File: src/rtl/halt_ctl.sv
module halt_ctl #(
  parameter int NIRQ = 4,
  parameter logic [NIRQ-1:0] WAKE_MASK = '1,
  parameter int DELAY = 4096,
  parameter int IW = (NIRQ > 1) ? $clog2(NIRQ) : 1
) (
  input  logic            clk,
  input  logic            rst_n,
  input  logic            halt_req,
  input  logic            oie,
  input  logic            wdg_en,
  input  logic            ext_rst,
  input  logic [NIRQ-1:0] irq,
  output logic            osc_en,
  output logic            cpu_ce,
  output logic            cpu_gate,
  output logic            imask_clr,
  output logic            wdg_rst,
  output logic            wake_valid,
  output logic            wake_irq,
  output logic [IW-1:0]   wake_idx
);
  localparam int CW = (DELAY > 1) ? $clog2(DELAY) : 1;

  typedef enum logic [1:0] {S_RUN, S_HALT, S_AHALT, S_DLY} st_t;

  st_t            st;
  logic [CW-1:0]  cnt;
  logic [NIRQ-1:0] hit;
  logic [IW-1:0]  pick;
  logic           halted, wake_now, take_halt, wdg_trip;

  assign hit       = irq & WAKE_MASK;
  assign halted    = (st == S_HALT) || (st == S_AHALT);
  assign wake_now  = halted && cpu_ce && (|hit);
  assign take_halt = (st == S_RUN) && cpu_ce && halt_req;
  assign wdg_trip  = take_halt && !oie && wdg_en;
  assign osc_en    = (st != S_HALT) || wake_now || ext_rst;
  assign cpu_gate  = (st == S_RUN);

  always_comb begin
    pick = '0;
    for (int i = NIRQ - 1; i >= 0; i--)
      if (hit[i]) pick = IW'(i);
  end

  always_ff @(posedge clk or negedge rst_n) begin
    if (!rst_n) begin
      st         <= S_RUN;
      cnt        <= '0;
      cpu_ce     <= 1'b0;
      imask_clr  <= 1'b0;
      wdg_rst    <= 1'b0;
      wake_valid <= 1'b0;
      wake_irq   <= 1'b0;
      wake_idx   <= '0;
    end else begin
      cpu_ce     <= ~cpu_ce;
      imask_clr  <= 1'b0;
      wdg_rst    <= 1'b0;
      wake_valid <= 1'b0;
      if (ext_rst) begin
        st       <= S_DLY;
        cnt      <= '0;
        wake_irq <= 1'b0;
        wake_idx <= '0;
      end else begin
        case (st)
          S_RUN: if (take_halt) begin
            if (wdg_trip) begin
              st       <= S_DLY;
              cnt      <= '0;
              wake_irq <= 1'b0;
              wake_idx <= '0;
              wdg_rst  <= 1'b1;
            end else begin
              st        <= oie ? S_AHALT : S_HALT;
              imask_clr <= 1'b1;
            end
          end
          S_HALT, S_AHALT: if (wake_now) begin
            st       <= S_DLY;
            cnt      <= '0;
            wake_irq <= 1'b1;
            wake_idx <= pick;
          end
          S_DLY: if (cpu_ce) begin
            if (cnt == CW'(DELAY - 1)) begin
              st         <= S_RUN;
              wake_valid <= 1'b1;
            end else begin
              cnt <= cnt + 1'b1;
            end
          end
          default: st <= S_RUN;
        endcase
      end
    end
  end
endmodule

File: config.mk
export PLATFORM = sky130hd
export DESIGN_NAME = halt_ctl
export DESIGN_NICKNAME = d
export VERILOG_FILES = /design/src/rtl/halt_ctl.sv
export SDC_FILE = /design/constraint.sdc
export NUM_CORES = 1
export LEC_CHECK = 0
export BUFFER_PORTS_ARGS = -buffer_cell sky130_fd_sc_hd__buf_2
export CORE_MARGIN = 4
export CORE_UTILIZATION = 47
export DETAILED_ROUTE_END_ITERATION = 6
export PLACE_DENSITY = 0.68
export SKIP_CTS_REPAIR_TIMING = 1
export SLEW_MARGIN = 0
export SYNTH_ARGS = -nofsm -noshare
export SYNTH_HDL_FRONTEND = slang
export SYNTH_SLANG_ARGS = --single-unit
File: constraint.sdc
create_clock -name clk -period 3.65 [get_ports clk]
set_input_delay 0.9125 -clock clk [delete_from_list [all_inputs] [get_ports clk]]
set_output_delay 0.9125 -clock clk [all_outputs]
set_load 0.005 [all_outputs]
# Word-level counts from Yosys, hierarchy flattened

Index checks and enable logic that the tools add are counted.

$add $sub $neg: 1
Equality and inequality tests: 11
Multiplexer cells: 41
Bitwise logic cells: 1
Reductions and logical operators: 17

Operators with widths:

| kind                                                | number |
|---|---|
| two-way mux 12 bit                                  | 6 |
| one-hot mux 12 bit (3 select lines)                 | 1 |
| two-way mux 2 bit                                   | 15 |
| two-way mux 1 bit                                   | 16 |
| adder 12 x 1 -> 12 bit, second input constant       | 1 |
| equality test 12 bit, second input constant         | 1 |
| != test 3 bit, second input constant                | 4 |
| AND reduction 4 bit                                 | 2 |
| logical AND 1 bit                                   | 6 |
| != test 3 x 2 -> 1 bit, second input constant       | 2 |
| one-hot mux 2 bit (3 select lines)                  | 1 |
| AND reduction 5 bit                                 | 1 |
| equality test 2 bit, second input constant          | 2 |
| one-hot mux 2 bit (2 select lines)                  | 1 |
| OR reduction 4 bit                                  | 1 |
| logical OR 1 bit                                    | 3 |
| nonzero test 3 bit                                  | 1 |
| equality test 2 x 1 -> 1 bit, second input constant | 1 |
| zero test 2 bit                                     | 1 |
| != test 2 x 1 -> 1 bit, second input constant       | 1 |
| one-hot mux 1 bit (2 select lines)                  | 1 |
| OR reduction 2 bit                                  | 1 |
| zero test 1 bit                                     | 1 |
| NOT 1 bit                                           | 1 |

Register bits: 21
Input port bits: 10
Output and inout bits: 9
Logic and storage cells: 79

# Logic depth before layout (Yosys ltp)

Gate-level depths: netlist (run 1).

Word-level depth: 9
Gate-level depth with buffers: 8
Mapped depth without buffers: 7

# Least setup slack after synthesis (run 1)

Ideal clock, no wire load.

Kind: input-to-output
From: in irq[2]
To: out osc_en
Data arrival time: 1.533 ns
Required time: 2.738 ns
Setup slack: 1.204 ns
Cell stages on the path: 4
Path buffers: 0
Path through: o41ai_4 > inv_1 > nand2_1 > nand3b_1

Cells in the longest elaborated chain, start to end: 4

Ends and longest elaborated chain:

| what                          | line | text |
|---|---|---|
| start, declared               | 13   | `input logic [NIRQ-1:0] irq,` |
| OR reduction 4 bit            | 35   | `assign wake_now = halted && cpu_ce && (\|hit);` |
| logical AND 1 bit             | 35   |  |
| logical OR 1 bit (2 in a row) | 38   | `assign osc_en = (st != S_HALT) \|\| wake_now \|\| ext_rst;` |
| end, declared                 | 14   | `output logic osc_en,` |

Every way passes these cells.

# Worst setup path in the final report (run 1)

Ends and elaborated chain as after synthesis.

==> results of run 1 <==
[synthesized netlist by cell type, types with 3 or more instances]
library cell              number  share of area, %
sky130_fd_sc_hd__nor2_1       12               3.5
sky130_fd_sc_hd__nand3_1       9               3.5
sky130_fd_sc_hd__o31ai_1       6               3.5
sky130_fd_sc_hd__a21oi_1      13               5.0
sky130_fd_sc_hd__nand2_1       4               1.2
sky130_fd_sc_hd__o21ai_0       7               2.7
sky130_fd_sc_hd__nor3_1        3               1.2
sky130_fd_sc_hd__o21ai_1       7               2.7
sky130_fd_sc_hd__dfrtp_1      21                41
sky130_fd_sc_hd__inv_1         8               2.3
sky130_fd_sc_hd__ha_1          4               3.9
[report_power, final]
part	switching (uW)	internal (uW)	leakage, uW
sequential	19.7	256	0.000281
clock	72.4	42.5	0.0000150
combinational	164	106	0.000334
total	257	404	0.000630
[cells by family (layout without fill, tap and decap cells)]
logic type | after synthesis | in the layout | synth area share [%]
AOI/OAI and AO/OA | 51 | 51 | 29.0
adders and majority gates | 4 | 4 | 3.86
buffers and inverters | 13 | 30 | 4.54
DFF | 21 | 21 | 40.6
muxes | 2 | 2 | 1.55
and+or+nand+nor | 47 | 47 | 20.5
[cells in the final DEF (no fill, tap or decap), types with 2 or more instances in the layout]
cell type / n
sky130_fd_sc_hd__a21oi_1: 13
sky130_fd_sc_hd__a22o_1: 2
sky130_fd_sc_hd__and3_1: 2
sky130_fd_sc_hd__buf_2: 18
sky130_fd_sc_hd__clkbuf_4: 3
sky130_fd_sc_hd__dfrtp_1: 21
sky130_fd_sc_hd__ha_1: 4
sky130_fd_sc_hd__inv_1: 8
sky130_fd_sc_hd__mux2i_1: 2
sky130_fd_sc_hd__nand2_1: 4
sky130_fd_sc_hd__nand2b_1: 2
sky130_fd_sc_hd__nand3_1: 9
sky130_fd_sc_hd__nand3_2: 2
sky130_fd_sc_hd__nand3b_1: 2
sky130_fd_sc_hd__nand4_1: 2
sky130_fd_sc_hd__nor2_1: 12
sky130_fd_sc_hd__nor2b_1: 2
sky130_fd_sc_hd__nor3_1: 3
sky130_fd_sc_hd__o21ai_0: 7
sky130_fd_sc_hd__o21ai_1: 7
sky130_fd_sc_hd__o31ai_1: 6
[cell type report]
class | instances | area (um^2)
fill | 227 | 1120
multi-input combinational | 104 | 711
sequential | 21 | 526
timing repair buffer | 18 | 90.1
tap | 30 | 37.5
inverter | 8 | 30.0
clock buffer | 4 | 26.3
[sequential cells by signal (all words and copies together), names as in the netlist]
name        count
cnt            12
cpu_ce          1
imask_clr       1
st              2
wake_idx        2
wake_irq        1
wake_valid      1
wdg_rst         1
[layer usage]
layer | GRT usage, % | vias to the layer above | part of all wire, %
met4 | 3.72 | 0 | 0
met2 | 26.2 | 38 | 46
met1 | 25.6 | 540 | 50
met5 | 0 | - | 0
met3 | 2.13 | 0 | 4.5
li1 | - | 551 | -
[per-stage QoR]
| step | hold slack (ns) | instances | power [uW] |
|---|---|---|---|
| CTS | 0.533 | 185 | 661 |
| floorplan | 0.484 | 138 | 481 |
| detailed placement | 0.502 | 181 | 545 |
| finish | 0.530 | 185 | 661 |
| global placement | 0.493 | 181 | 541 |
| global route | 0.558 | 185 | 712 |
[worst max path at each step]
| stage | from | endpoint | slack [ns] | depth (start not counted) |
|---|---|---|---|---|
| after floorplan | irq[2] | osc_en | 1.20 | 4 |
| after global placement | irq[2] | osc_en | 0.94 | 6 |
| after detailed placement | irq[2] | osc_en | 0.90 | 6 |
| after CTS | irq[2] | osc_en | 0.90 | 6 |
| after global routing | irq[2] | osc_en | 0.81 | 6 |
| final | irq[2] | osc_en | 0.89 | 6 |
==> summary.txt, run 1 <==
Status
  • Result of the run: finished clean

STA
  • Total of endpoints with negative setup slack in the final report: 0
  • Final hold vios: 0
  • Setup total negative slack: 0 ns
  • Minimum period implied by the final worst setup slack: 2.76 ns
  • Final period utilization: 75.6%
  • Fmax: 362 MHz
  • Setup repair after global routing missed its margin: false
  • Final setup skew: 0.00150 ns
  • Final Max Tran Viols: 0
  • Worst-case setup margin in the final layout: 0.889 ns
  • Worst Max-Slew Pin Slew: 0.485 ns
  • Worst slew slack as a fraction of its limit: 67.6%

Floorplan
  • I/O Pins: 19
  • Area of the core region: 2540 um^2
  • Horizontal extent of the die: 60.5 um
  • Height of the die: 60.5 um
  • Initial core utilization: 50.9%
  • Row count: 18
  • Die outline area: 3660 um^2

Logic synthesis
  • Post-synthesis sequential area ratio: 40.6%
  • Post-synth cell types: 45
  • Nets in the synthesized netlist: 152
  • Synthesized netlist cell count: 138
  • Synthesized flop and latch total: 21
  • Count of synthesis-stage warnings from yosys: 0
  • Share of flip-flops with an asynchronous set or reset: 100%
  • Average instance area after synthesis: 9.38 um^2
  • Number of enable-type register cells in the synthesized netlist: 0
  • Combined area of all synthesized cells: 1290 um^2
  • Main flop type after synthesis: sky130_fd_sc_hd__dfrtp_1

Cells and area
  • Post-Route Utilization: 55.8%
  • Layout overhead on the synthesized area: 9.66%
  • Diodes inserted: 0
  • Number of nets in the finished design: 170
  • Post-Layout Inst Area: 1420 um^2
  • Proportion of layout cells with a drive suffix above 1: 21.9%

GRT
  • Maximum number of pins on one net before global-route repair: 22
  • Total global routing overflow: 0
  • Via count of the first global-routing pass: 1040
  • Wire length of the first global-routing pass: 4840 um
  • Number of antenna violations at the first check in global routing: 0
  • GR Util All Layers: 17.0%

Clock tree
  • Total clock buffers created by CTS: 3
  • Worst-Skew Late Latency: 0.30 ns
  • Clock net sink count: 21
  • Bufs on Longest Clock Path: 2
  • Clk root buf: sky130_fd_sc_hd__clkbuf_4
  • CTS tree: built
  • H-tree levels: 1
  • Clock transition at the register clock pins on the worst setup and hold paths after CTS: 0.12 ns

Worst hold path
  • Worst Hold Depth: 1
  • Worst Hold Endpoint: wake_idx[1]$_DFFE_PN0P_
  • Worst hold-check path type: flip-flop to flip-flop
  • Launch instance of the worst min-delay path: wake_idx[1]$_DFFE_PN0P_

Worst setup path
  • Worst path bufs/invs: 3
  • Critical Path End Type: primary output
  • Cell type group with the largest total delay on the critical path: compound AO/OA/AOI/OAI gates
  • Slowest stage cell on the critical path: sky130_fd_sc_hd__o41ai_4
  • Register-to-Register Setup Slack: 1.67 ns
  • Longest individual stage delay on the worst path: 0.41 ns
  • Maximum fanout along the worst path: 3
  • CP Class: input pin to primary output
  • Worst-path cell chain: buf_2 -> o41ai_4 -> inv_1 -> nand2_1 -> nand3b_1 -> buf_2
  • Endpoint of the most critical register-to-register path: cnt[3]$_DFFE_PN0P_
  • Worst r2r path cells: 7
  • Startpoint Class: input pin
  • Most common cell on crit path: sky130_fd_sc_hd__buf_2
  • Launch instance of the worst register-to-register path: st[0]$_DFFE_PN0P_
  • Required @ worst endpoint: 2.74 ns
  • Data arrival, critical path: 1.85 ns

Routing
  • Final antenna-violating net count: 0
  • DR vias/cell: 6.10
  • Vias after detailed routing: 1129
  • Number of DRC markers in iteration 0: 31
  • Average wire per standard cell: 15.0 um
  • First drt pass iteration count: 4
  • Count of unresolved DRC violations after routing: 0
  • Final Routed Wirelength: 2770 um

Pwr
  • Pwr Density: 465 nW/um^2
  • Worst voltage drop across the vdd grid: 394 uV
  • Leakage dissipation: 0.000630 uW

Placement
  • Post-place instance area: 1390 um^2
  • DP Worst Slack: 0.901 ns
  • Number of buffer cells added on primary ports: 18
  • Detailed-placement wirelength estimate: 1980 um
  • Routability congestion estimate from global placement: 0.832

Job
  • # Max-Cap Violations: 0
Note: power is estimated with default switching activity, not from simulation.
==> run 2, diff against run 1 <==
clock period = 2.7 ns   (was 3.65 ns; I/O delays follow)
==> run 2 against run 1 <==
Against the previous run: non-clock buffer count is the same; clock skew is 0.00073 ns higher; sequential cell count is the same; sequential power increased by 35%; first-iteration DRC count rose by 130%; wire length shrank 0.61%; global-route usage fell by 0.71 points; critical path type unchanged; critical endpoint unchanged.
==> summary.txt, run 2 (synthesis results as in run 1) <==
Placement
  • Number of buffer cells added on primary ports: 18 (unchanged)
  • Routability congestion estimate from global placement: 0.812 (-2.4%)
  • Post-place instance area: 1390 um^2 (unchanged)
  • Instance count after placement with tap cells included: 181 (unchanged)
  • Detailed-placement wirelength estimate: 2030 um (+2.8%)

Cells and area
  • Post-Layout Inst Area: 1420 um^2 (unchanged)
  • Most frequent cells in the layout: 21 x sky130_fd_sc_hd__dfrtp_1, 18 x sky130_fd_sc_hd__buf_2, 13 x sky130_fd_sc_hd__a21oi_1
  • Diodes inserted: 0 (unchanged)
  • Register area: 526 um^2 (unchanged)
  • Commonest non-fill, non-tap cell in the layout: sky130_fd_sc_hd__dfrtp_1
  • Count of non-filler cells in the finished layout: 185 (unchanged)
  • Largest regs: cnt: 12 flops, st: 2 flops, wake_idx: 2 flops
  • Number of filler instances in the final layout: 244 (+7.5%)
  • Multi-input logic area: 711 um^2 (unchanged)
  • Layout overhead on the synthesized area: 9.66% (unchanged)
  • Proportion of layout cells with a drive suffix above 1: 21.9% (unchanged)
  • Flip-flop count of the largest register after layout: 12 (unchanged)
  • Biggest register: cnt
  • Post-Route Utilization: 55.8% (unchanged)
  • Number of nets in the finished design: 170 (unchanged)

Worst setup path
  • Required @ worst endpoint: 2.03 ns (-0.71 ns)
  • Data arrival, critical path: 1.60 ns (-0.25 ns)
  • Critical Path End Type: primary output
  • Startpoint Class: input pin
  • Maximum fanout along the worst path: 3 (unchanged)
  • CP Class: input pin to primary output
  • Worst r2r path cells: 7 (unchanged)

Clock tree
  • Worst-Skew Late Latency: 0.30 ns (about the same)
  • Clk root buf: sky130_fd_sc_hd__clkbuf_4
  • Clock transition at the register clock pins on the worst setup and hold paths after CTS: 0.11 ns (about the same)
  • H-tree levels: 1 (unchanged)
  • Clock net sink count: 21 (unchanged)
  • Total clock buffers created by CTS: 3 (unchanged)
  • CTS tree: built
  • Bufs on Longest Clock Path: 2 (unchanged)

GRT
  • Maximum number of pins on one net before global-route repair: 22 (unchanged)
  • Wire length of the first global-routing pass: 4570 um (-5.4%)
  • Via count of the first global-routing pass: 1001 (-3.8%)
  • Number of antenna violations at the first check in global routing: 0 (unchanged)
  • Total global routing overflow: 0 (unchanged)
  • GR Util All Layers: 16.3% (-0.71 points)

Routing
  • First drt pass iteration count: 4 (unchanged)
  • Final antenna-violating net count: 0 (unchanged)
  • DR vias/cell: 6.16 (+0.97%)
  • Count of unresolved DRC violations after routing: 0 (unchanged)
  • Final Routed Wirelength: 2750 um (-0.61%)
  • Number of DRC markers in iteration 0: 71 (+130%)
  • Average wire per standard cell: 14.9 um (-0.61%)
  • Vias after detailed routing: 1140 (+0.97%)

Floorplan
  • Area of the core region: 2540 um^2 (unchanged)
  • Initial core utilization: 50.9% (unchanged)
  • Row count: 18 (unchanged)
  • Die outline area: 3660 um^2 (unchanged)
  • Height of the die: 60.5 um (unchanged)
  • Horizontal extent of the die: 60.5 um (unchanged)
  • I/O Pins: 19 (unchanged)

Pwr
  • Worst voltage drop across the vdd grid: 540 uV (+37%)
  • Leakage dissipation: 0.000630 uW (unchanged)
  • Pwr Density: 623 nW/um^2 (+34%)

STA
  • Total of endpoints with negative setup slack in the final report: 0 (unchanged)
  • Fmax: 439 MHz
  • Final setup skew: 0.00223 ns (+0.000732 ns)
  • Final period utilization: 84.3%
  • Final hold vios: 0 (unchanged)
  • Setup repair after global routing missed its margin: false
  • Final Max Tran Viols: 0 (unchanged)
  • Worst slew slack as a fraction of its limit: 65.8% (-1.8 points)
  • Worst Max-Slew Pin Slew: 0.512 ns (+0.0268 ns)
  • Setup total negative slack: 0 ns (unchanged)
  • Minimum period implied by the final worst setup slack: 2.28 ns

Status
  • Result of the run: finished clean

Worst hold path
  • Worst hold-check path type: input pin to asynchronous set/reset pin

Job
  • # Max-Cap Violations: 0 (unchanged)
==> run 2: cell counts in the layout (fill, tap and decap cells not counted) <==
Identical to the previous run, type by type.
==> run 2: area by class of cell <==
type,count,share of cell area [%]
multi-input combinational,104,50.0
sequential,21,37.0
timing repair buffer,18,6.34
tap,30,2.64
inverter,8,2.11
clock buffer,4,1.85
==> run 2: metal layers <==
metal,vias to the layer above,track usage (%),wire length [um]
li1,547,-,-
met1,561,23.1,1310
met2,30,25.5,1290
met3,2,4.04,140
met4,0,3.41,13
met5,-,0,0
==> run 2: report_power, final <==
group	total (uW)	internal, uW	switching (uW)	leakage, uW
sequential	372	346	26.3	0.000281
combinational	365	143	222	0.000334
clock	147	57.6	89.6	0.0000150
total	884	547	338	0.000630
==> run 2: worst paths after layout <==
check	from	slack [ns]	end
worst min register to register	wake_idx[0]$_DFFE_PN0P_	0.52	wake_idx[0]$_DFFE_PN0P_
min in group clk	wake_idx[0]$_DFFE_PN0P_	0.52	wake_idx[0]$_DFFE_PN0P_
worst min-delay path	rst_n	0.30	wake_idx[1]$_DFFE_PN0P_
worst max register to register	st[0]$_DFFE_PN0P_	0.70	cnt[3]$_DFFE_PN0P_
worst max-delay path	irq[2]	0.42	osc_en
max in group asynchronous	rst_n	2.09	wake_irq$_DFFE_PN0P_
==> run 2: worst max-delay path, stage by stage <==
cell,delay (ns)
sky130_fd_sc_hd__buf_2,0.13
sky130_fd_sc_hd__o41ai_4,0.41
sky130_fd_sc_hd__inv_1,0.07
sky130_fd_sc_hd__nand2_1,0.11
sky130_fd_sc_hd__nand3b_1,0.08
sky130_fd_sc_hd__buf_2,0.13
==> run 2: through the flow <==
step,power [uW],hold slack (ns),worst slack [ns]
after floorplan,651,0.379,0.729
after global placement,732,0.493,0.466
after detailed placement,740,0.493,0.419
after CTS,891,0.314,0.416
after global routing,952,0.320,0.337
final,884,0.300,0.423
